File: src/rtl/rstgate_pkg.sv
package rstgate_pkg;

    localparam int ADDR_W = 12;
    localparam int DATA_W = 16;

    localparam logic [ADDR_W-1:0] ADDR_KEY   = 12'hA5C;
    localparam logic [ADDR_W-1:0] ADDR_SWRST = 12'h424;
    localparam logic [ADDR_W-1:0] ADDR_CAUSE = 12'hA40;

    localparam logic [DATA_W-1:0] UNLOCK_CODE = 16'h12EA;

    typedef enum logic [1:0] {
        SEL_NONE,
        SEL_KEY,
        SEL_SWRST,
        SEL_CAUSE
    } reg_sel_e;

    // one sticky flag per reset source
    typedef struct packed {
        logic sw;
        logic ext;
        logic por;
    } cause_t;

    typedef struct packed {
        logic              we;
        reg_sel_e          sel;
        logic [DATA_W-1:0] data;
    } bus_wr_t;

    function automatic reg_sel_e decode_addr(input logic [ADDR_W-1:0] a);
        reg_sel_e s;
        case (a)
            ADDR_KEY:   s = SEL_KEY;
            ADDR_SWRST: s = SEL_SWRST;
            ADDR_CAUSE: s = SEL_CAUSE;
            default:    s = SEL_NONE;
        endcase
        return s;
    endfunction

    function automatic logic [DATA_W-1:0] pack_cause(input cause_t c);
        logic [DATA_W-1:0] v;
        v    = '0;
        v[0] = c.por;
        v[1] = c.ext;
        v[3] = c.sw;
        return v;
    endfunction

    function automatic cause_t cause_from_word(input logic [3:0] w);
        cause_t c;
        c.por = w[0];
        c.ext = w[1];
        c.sw  = w[3];
        return c;
    endfunction

endpackage

File: src/rtl/rstgate_sync.sv
module rstgate_sync #(
    parameter int STAGES = 2
) (
    input  logic clk,
    input  logic rst,
    input  logic din,
    output logic dout
);
    logic [STAGES-1:0] chain;

    // stage 0 samples the pin, later stages re-time it
    generate
        for (genvar g = 0; g < STAGES; g++) begin : g_stage
            if (g == 0) begin : g_first
                always_ff @(posedge clk) begin
                    if (rst) chain[0] <= 1'b1;
                    else     chain[0] <= din;
                end
            end else begin : g_next
                always_ff @(posedge clk) begin
                    if (rst) chain[g] <= 1'b1;
                    else     chain[g] <= chain[g-1];
                end
            end
        end
    endgenerate

    assign dout = chain[STAGES-1];
endmodule

File: src/rtl/rstgate_hold.sv
module rstgate_hold #(
    parameter int HOLD  = 8,
    localparam int CNT_W = $clog2(HOLD + 1)
) (
    input  logic clk,
    input  logic rst,
    input  logic trig,
    output logic busy
);
    logic [CNT_W-1:0] cnt;

    always_ff @(posedge clk) begin
        if (rst)              cnt <= '0;
        else if (trig)        cnt <= CNT_W'(HOLD);
        else if (cnt != '0)   cnt <= cnt - 1'b1;
    end

    assign busy = (cnt != '0);
endmodule

File: src/rtl/rstgate_keylock.sv
module rstgate_keylock
    import rstgate_pkg::*;
(
    input  logic    clk,
    input  logic    rst,
    input  bus_wr_t wr,
    output logic    unlocked,
    output logic    sw_fire
);
    always_ff @(posedge clk) begin
        if (rst) begin
            unlocked <= 1'b0;
        end else if (wr.we) begin
            case (wr.sel)
                SEL_KEY: unlocked <= (wr.data == UNLOCK_CODE);
                default: unlocked <= 1'b0;   // request register uses the key, others relock
            endcase
        end
    end

    assign sw_fire = wr.we && (wr.sel == SEL_SWRST) && unlocked && !wr.data[0];
endmodule

File: src/rtl/rstgate_cause.sv
module rstgate_cause
    import rstgate_pkg::*;
(
    input  logic   clk,
    input  logic   por,
    input  logic   ext_evt,
    input  logic   sw_evt,
    input  cause_t clr,
    output cause_t q
);
    cause_t nxt;

    always_comb begin
        nxt     = q;
        nxt.por = q.por & ~clr.por;
        nxt.ext = (q.ext & ~clr.ext) | ext_evt;
        nxt.sw  = (q.sw  & ~clr.sw)  | sw_evt;
    end

    always_ff @(posedge clk) begin
        if (por) q <= '{sw: 1'b0, ext: 1'b0, por: 1'b1};
        else     q <= nxt;
    end
endmodule

File: src/rtl/rstgate_top.sv
module rstgate_top
    import rstgate_pkg::*;
#(
    parameter int HOLD_CYCLES = 8,
    parameter int SYNC_STAGES = 2
) (
    input  logic              clk,
    input  logic              por_i,
    input  logic              ext_rst_n_i,
    input  logic [ADDR_W-1:0] bus_addr_i,
    input  logic [DATA_W-1:0] bus_wdata_i,
    input  logic              bus_we_i,
    input  logic              bus_re_i,
    output logic [DATA_W-1:0] bus_rdata_o,
    output logic              rst_dig_o,
    output logic              rst_ret_o
);
    logic     pin_sync;
    logic     ext_low;
    logic     hard_trig;
    logic     hard_busy;
    logic     sw_busy;
    logic     sw_fire;
    logic     unlocked;
    reg_sel_e sel;
    bus_wr_t  wr;
    cause_t   cause_q;
    cause_t   clr;

    rstgate_sync #(.STAGES(SYNC_STAGES)) u_sync (
        .clk  (clk),
        .rst  (por_i),
        .din  (ext_rst_n_i),
        .dout (pin_sync)
    );

    assign ext_low   = ~pin_sync;
    assign hard_trig = por_i | ext_low;

    rstgate_hold #(.HOLD(HOLD_CYCLES)) u_hard_hold (
        .clk  (clk),
        .rst  (1'b0),
        .trig (hard_trig),
        .busy (hard_busy)
    );

    // assertion is combinational from the inputs, release is via the counter
    assign rst_ret_o = por_i | ~ext_rst_n_i | ext_low | hard_busy;
    assign rst_dig_o = rst_ret_o | sw_busy;

    assign sel     = decode_addr(bus_addr_i);
    assign wr.we   = bus_we_i & ~rst_dig_o;
    assign wr.sel  = sel;
    assign wr.data = bus_wdata_i;

    rstgate_keylock u_lock (
        .clk      (clk),
        .rst      (hard_trig),
        .wr       (wr),
        .unlocked (unlocked),
        .sw_fire  (sw_fire)
    );

    rstgate_hold #(.HOLD(HOLD_CYCLES)) u_sw_hold (
        .clk  (clk),
        .rst  (hard_trig),
        .trig (sw_fire),
        .busy (sw_busy)
    );

    assign clr = (wr.we && sel == SEL_CAUSE) ? cause_from_word(bus_wdata_i[3:0]) : '0;

    rstgate_cause u_cause (
        .clk     (clk),
        .por     (por_i),
        .ext_evt (ext_low),
        .sw_evt  (sw_fire),
        .clr     (clr),
        .q       (cause_q)
    );

    always_comb begin
        bus_rdata_o = '0;
        if (bus_re_i) begin
            case (sel)
                SEL_SWRST: bus_rdata_o = {{(DATA_W-1){1'b0}}, ~sw_busy};
                SEL_CAUSE: bus_rdata_o = pack_cause(cause_q);
                default:   bus_rdata_o = '0;
            endcase
        end
    end
endmodule

File: config.mk
export PLATFORM = sky130hd
export DESIGN_NAME = rstgate_top
export DESIGN_NICKNAME = d
export VERILOG_FILES = /design/src/rtl/rstgate_pkg.sv /design/src/rtl/rstgate_sync.sv /design/src/rtl/rstgate_hold.sv /design/src/rtl/rstgate_keylock.sv /design/src/rtl/rstgate_cause.sv /design/src/rtl/rstgate_top.sv
export SDC_FILE = /design/constraint.sdc
export NUM_CORES = 1
export LEC_CHECK = 0
export ABC_AREA = 1
export CAP_MARGIN = 10
export CORE_UTILIZATION = 39
export CTS_CLUSTER_SIZE = 28
export DETAILED_ROUTE_END_ITERATION = 6
export GPL_ROUTABILITY_DRIVEN = 0
export GPL_TIMING_DRIVEN = 0
export PLACE_DENSITY_LB_ADDON = 0.15
export SYNTH_ARGS = -nofsm -noshare
export SYNTH_HDL_FRONTEND = slang
export SYNTH_SLANG_ARGS = --single-unit
File: constraint.sdc
create_clock -name clk -period 2 [get_ports clk]
set_clock_uncertainty 0.15 [all_clocks]
set_input_delay 0.2 -clock clk [delete_from_list [all_inputs] [get_ports clk]]
set_output_delay 0.2 -clock clk [all_outputs]
set_load 0.02 [all_outputs]
# [Word level (Yosys, flattened, before mapping)]
# Index checks and enable logic that the tools add are counted.
[totals] reg_bits=14
[classes] addsub=2 n_eq_ne=7 muxes=7 bitwise=18 n_reduce_logical=9
[ops] operator="== test 12 bit (second input constant)" count=2
[ops] operator="== test 16 x 13 -> 1 bit (second input constant)" count=1
[ops] operator="== test 12 x 11 -> 1 bit (second input constant)" count=1
[ops] operator="two-way mux 4 bit" count=3
[ops] operator="case mux 4 bit (2 select lines)" count=1
[ops] operator="nonzero test 4 bit" count=2
[ops] operator="subtractor 4 x 1 -> 4 bit (second input constant)" count=2
[ops] operator="NOT 1 bit" count=7
[ops] operator="OR 1 bit" count=7
[ops] operator="case mux 2 bit (3 select lines)" count=1
[ops] operator="bitwise AND 1 bit" count=4
[ops] operator="== test 2 bit (second input constant)" count=2
[ops] operator="logical AND 1 bit" count=4
[ops] operator="two-way mux 3 bit" count=1
[ops] operator="== test 2 x 1 -> 1 bit (second input constant)" count=1
[ops] operator="nonzero test 2 bit" count=1
[ops] operator="OR reduction 2 bit" count=1
[ops] operator="zero test 1 bit" count=1
[ops] operator="two-way mux 1 bit" count=1

# [Longest topological paths before layout]
[depth] word_depth=12 depth_mapped=9 mapped_depth_nobuf=9

# [Hierarchy]
# From an unflattened synthesis, not the netlist that was laid out.
[unflattened] hier_cells=187 hier_area_um2=1128.6
[by_module_without_submodules] mod="rstgate_hold" n_inst=2 cells_per_inst=33 area_each_um2=226.5
[by_module_without_submodules] mod="rstgate_top" n_inst=1 cells_per_inst=77 area_each_um2=381.6
[by_module_without_submodules] mod="rstgate_keylock" n_inst=1 cells_per_inst=24 area_each_um2=131.4
[by_module_without_submodules] mod="rstgate_cause" n_inst=1 cells_per_inst=13 area_each_um2=103.8
[by_module_without_submodules] mod="rstgate_sync" n_inst=1 cells_per_inst=7 area_each_um2=58.8

# [Worst setup path after synthesis]
# Ideal clock, no wire load.
[synth_timing] path_kind="reg2out" startpoint="register u_sw_hold.cnt[0]" endpoint="output bus_rdata_o[0]" arrival_time_ns=1.275 required_time_ns=1.650 setup_slack_ns=0.375 stages_incl_launch_ff=7 path_cell_list="dfxtp_1 -> inv_1 -> ha_1 -> inv_1 -> nor3_4 -> nand2_1 -> a21oi_1"
[synth_via] elab_chain_len=4
[synth_rtl] element="from (decl)" line_no="rstgate_hold.sv:10" rtl="logic [CNT_W-1:0] cnt;"
[synth_rtl] element="from (signal assigned)" line_no="rstgate_hold.sv:14" rtl="else if (trig) cnt <= CNT_W'(HOLD);"
[synth_rtl] element="from (signal assigned)" line_no="rstgate_hold.sv:15" rtl="else if (cnt != '0) cnt <= cnt - 1'b1;"
[synth_rtl] element="nonzero test 4 bit" line_no="rstgate_hold.sv:18" rtl="assign busy = (cnt != '0);"
[synth_rtl] element="NOT 1 bit" line_no="rstgate_top.sv:86" rtl="SEL_SWRST: bus_rdata_o = {{(DATA_W-1){1'b0}}, ~sw_busy};"
[synth_rtl] element="case mux 4 bit (2 select lines)" line_no="rstgate_top.sv:85" rtl="case (sel)"
[synth_rtl] element="two-way mux 4 bit" line_no="rstgate_top.sv:84" rtl="if (bus_re_i) begin"
[synth_rtl] element="to (decl)" line_no="rstgate_top.sv:14" rtl="output logic [DATA_W-1:0] bus_rdata_o,"
# No other way between the ends.

# [Worst setup path in the final report]
[layout_timing] startpoint="input bus_addr_i[11]" endpoint="output bus_rdata_o[3]"
[layout_via] elab_chain_len=5
[layout_rtl] element="from (decl)" line_no="rstgate_top.sv:10" rtl="input logic [ADDR_W-1:0] bus_addr_i,"
[layout_rtl] element="== test 12 bit or == test 12 x 11 -> 1 bit (tied branches)" line_no="rstgate_pkg.sv:34" rtl="case (a)"
[layout_rtl] element="case mux 2 bit (3 select lines) (*)" line_no="rstgate_pkg.sv:34"
[layout_rtl] element="== test 2 bit" line_no="rstgate_top.sv:85"
[layout_rtl] element="case mux 4 bit (2 select lines) (*)" line_no="rstgate_top.sv:85"
[layout_rtl] element="two-way mux 4 bit (*)" line_no="rstgate_top.sv:84"
# Mark *: on every way between the ends. The rest lies on a longest branch, timed or not.

==> flow_metrics.py <==
metrics = {
    "sta": {
        "hold_viol": 0,
        "fin_hold_ws_ps": 266.9,
        "finalMaxSlewViolations": 0,
        "rsz0062_at_grt": "no",
        "setup_viol": 0,
        "fmax_ghz": 0.5294,
        "period_minus_slack_ps": 1889,
        "min_period_over_period_pct": 94.44,
        "fin_tns_setup_ps": 0,
    },
    "power": {
        "p_int_mw": 0.5673,
        "irDropWorstVdd_v": 0.0006430,
        "finalPower_mw": 0.8224,
        "power.switching_mw": 0.2551,
        "p_seq_share_pct": 42.2,
        "p_leak_nw": 0.6678,
        "swShare_pct": 31.02,
        "combPwrFrac_pct": 33.6,
        "power_density_mw_per_mm2": 544.6,
        "clockPowerShare_pct": 24.2,
    },
    "worst_setup_path": {
        "cp-end-kind": "output pin",
        "r2r-start": "u_sw_hold.cnt[0]",
        "crit_path_start_kind": "input port",
        "regToRegEndpoint": "u_sw_hold.cnt[2]",
        "crit_arrival_ps": 1540,
        "crit_required_ps": 1650,
        "setup.worst_path.start": "bus_addr_i[11]",
        "r2r_slack_ps": 350,
        "r2r_cells": 10,
        "cp-endpoint": "bus_rdata_o[3]",
        "timing_worst_setup_path_type": "in2out",
        "crit_fanout": 2,
    },
    "floorplanning": {
        "row_count": 18,
        "die_height_um": 52.88,
        "pin_count": 51,
        "design.die.area_mm2": 0.002796,
        "die_x_um": 52.88,
        "coreArea_mm2": 0.002455,
        "initial_core_util_pct": 41.13,
    },
    "synthesis": {
        "ys_ff_latch": 14,
        "synth_largest_area_cell": "dfxtp_1",
        "ys_types": 26,
        "synth_cells": 145,
        "yosys-top-cells-area": "dfxtp_1 (28%), buf_4 (9.7%), inv_1 (8.6%), nand2_1 (8.6%), nor2_1 (6.3%)",
        "yosysSeqAreaShare_pct": 27.76,
        "netlist_area_mm2": 0.001010,
        "ys_warn_count": 0,
        "syn_area_per_cell_um2": 6.964,
        "yosysTopAreaCellShare_pct": 27.76,
    },
    "finish": {
        "area_growth_pct": 49.57,
        "final_common_cell": "clkdlybuf4s50_1",
        "post-route-util_pct": 61.52,
        "fillers": 236,
        "ff_latch_area_um2": 281.5,
        "drive_gt1_share_pct": 21.61,
        "diodes": 0,
        "multiInputGateArea_um2": 596.8,
        "mostFrequentLayoutCells": "clkdlybuf4s50_1 (32), inv_1 (23), nand2_1 (22)",
        "fin_nets": 237,
    },
    "placed_design": {
        "dpl.hpwl_um": 1771,
        "numPortBuffers": 37,
    },
    "hold_path": {
        "min_path_type": "reg2reg",
    },
    "drt": {
        "drtIter0Drc": 14,
        "top_layer": "met4",
        "drc": 0,
        "wl_met3_um": 119,
        "postRouteAntennaNets": 0,
        "met2_length_um": 1067,
        "drt_wl_total_um": 2166,
        "wl_met1_um": 965,
        "vias_per_cell": 4.328,
        "first_pass_iters": 4,
        "via_count": 991,
        "wl_per_cell_um": 9.459,
    },
    "clock_tree": {
        "h-tree-depth": 1,
        "ctsRootBufferMaster": "clkbuf_4",
        "hold_buffers": 0,
        "clkSinkCount": 14,
        "clk_pin_slew_ps": 80,
        "cts.path.max_buffers": 2,
        "cts_tree": "yes",
        "cts_made_buffers": 3,
        "clk_latency_ps": 270,
    },
    "job": {
        "cap_violations": 0,
    },
    "grt": {
        "grt_start_max_net_pins": 9,
        "grt_pass1_vias": 959,
        "grt_pass1_wl_um": 3746,
        "track_usage_pct": 17.71,
        "antenna_found_initial": 0,
        "overflow": 0,
    },
    "run_status": {
        "outcome": "finished clean",
    },
}
-- through the flow --
| stage | setup slack, ps | instance area (um2) | std cells |
|---|---|---|---|
| CTS | 10.78 | 1519 | 229 |
| global route | 0.6357 | 1510 | 229 |
| global placement | -373.6 | 1463 | 224 |
| detailed placement | -366.8 | 1463 | 224 |
| floorplan | 375.0 | 1055 | 157 |
| finish | 111.1 | 1510 | 229 |
-- what timing repair did --
item	in CTS	in global routing
gates cloned	0	0
resized for setup	14	9
pin swaps	1	3
buffers inserted	1	0
endpoints found under the setup margin	5	4
-- sequential cells by signal, summed over array words and instances, names as in the netlist --
register	cells
u_lock.unlocked	1
u_sync.chain	1
u_hard_hold.cnt	4
u_cause.q	3
u_sync.dout	1
u_sw_hold.cnt	4
-- metal layers --
layer / up-vias / track usage [%]
li1: 538 / -
met1: 423 / 20.73
met2: 28 / 33.12
met3: 2 / 2.874
met4: 0 / 3.947
met5: - / 0
-- cell usage after synthesis (all sizes together) --
| cell | number |
|---|---|
| xor2 | 2 |
| conb | 1 |
| buf | 13 |
| o21ai | 4 |
| nand4 | 1 |
| clkinv | 1 |
| dfxtp | 14 |
| nor2 | 19 |
| or2 | 4 |
| nand3 | 12 |
| inv | 24 |
| nand2 | 25 |
| a21oi | 10 |
| nor4 | 2 |
| ha | 4 |
| nor3 | 6 |
| nand3b | 2 |
| and3 | 1 |
-- kinds of logic after synthesis --
kind of cell,count (synthesis),synth area share (%)
AO/OA/AOI/OAI,14,7.683
XOR/XNOR,2,1.735
adder cells (fa/ha/maj),4,4.957
buffers and inverters,38,19.08
flip-flops,14,27.76
other,1,0.3714
AND/OR/NAND/NOR,72,38.41
-- worst max-delay path, cell delays in order --
cell             delay, ps
clkdlybuf4s50_1        480
nand2_1                 90
nor4_2                 300
nand3_1                170
nor2_1                 140
buf_4                  150
-- worst min-delay path by stage --
stage                         start      endpoint  slack (ps)  cells after the start
detailed placement  u_sync.chain[0]   u_sync.dout         250                      1
global route        u_sync.chain[0]   u_sync.dout         280                      1
floorplan                     por_i  u_cause.q[2]         110                      1
global placement    u_sync.chain[0]   u_sync.dout         240                      1
finish              u_sync.chain[0]   u_sync.dout         270                      1
CTS                 u_sync.chain[0]   u_sync.dout         270                      1
-- power by group through the flow --
stage               Clock (mW)  Combinational, mW  Sequential [mW]
global route             0.220              0.311            0.350
CTS                      0.207              0.277            0.345
detailed placement           0              0.277            0.350
finish                   0.199              0.276            0.347
floorplan                    0              0.181            0.345
global placement             0              0.268            0.350
-- area by class of cell --
type                    count  area share, %
multi-input cells         105          39.52
repair buffers             38          24.19
flip-flops and latches     14          18.64
plain buffers              13          6.462
inverters                  25          6.297
well taps                  30          2.485
clock buffers               4          2.403
(Power assumes the default switching activity.)
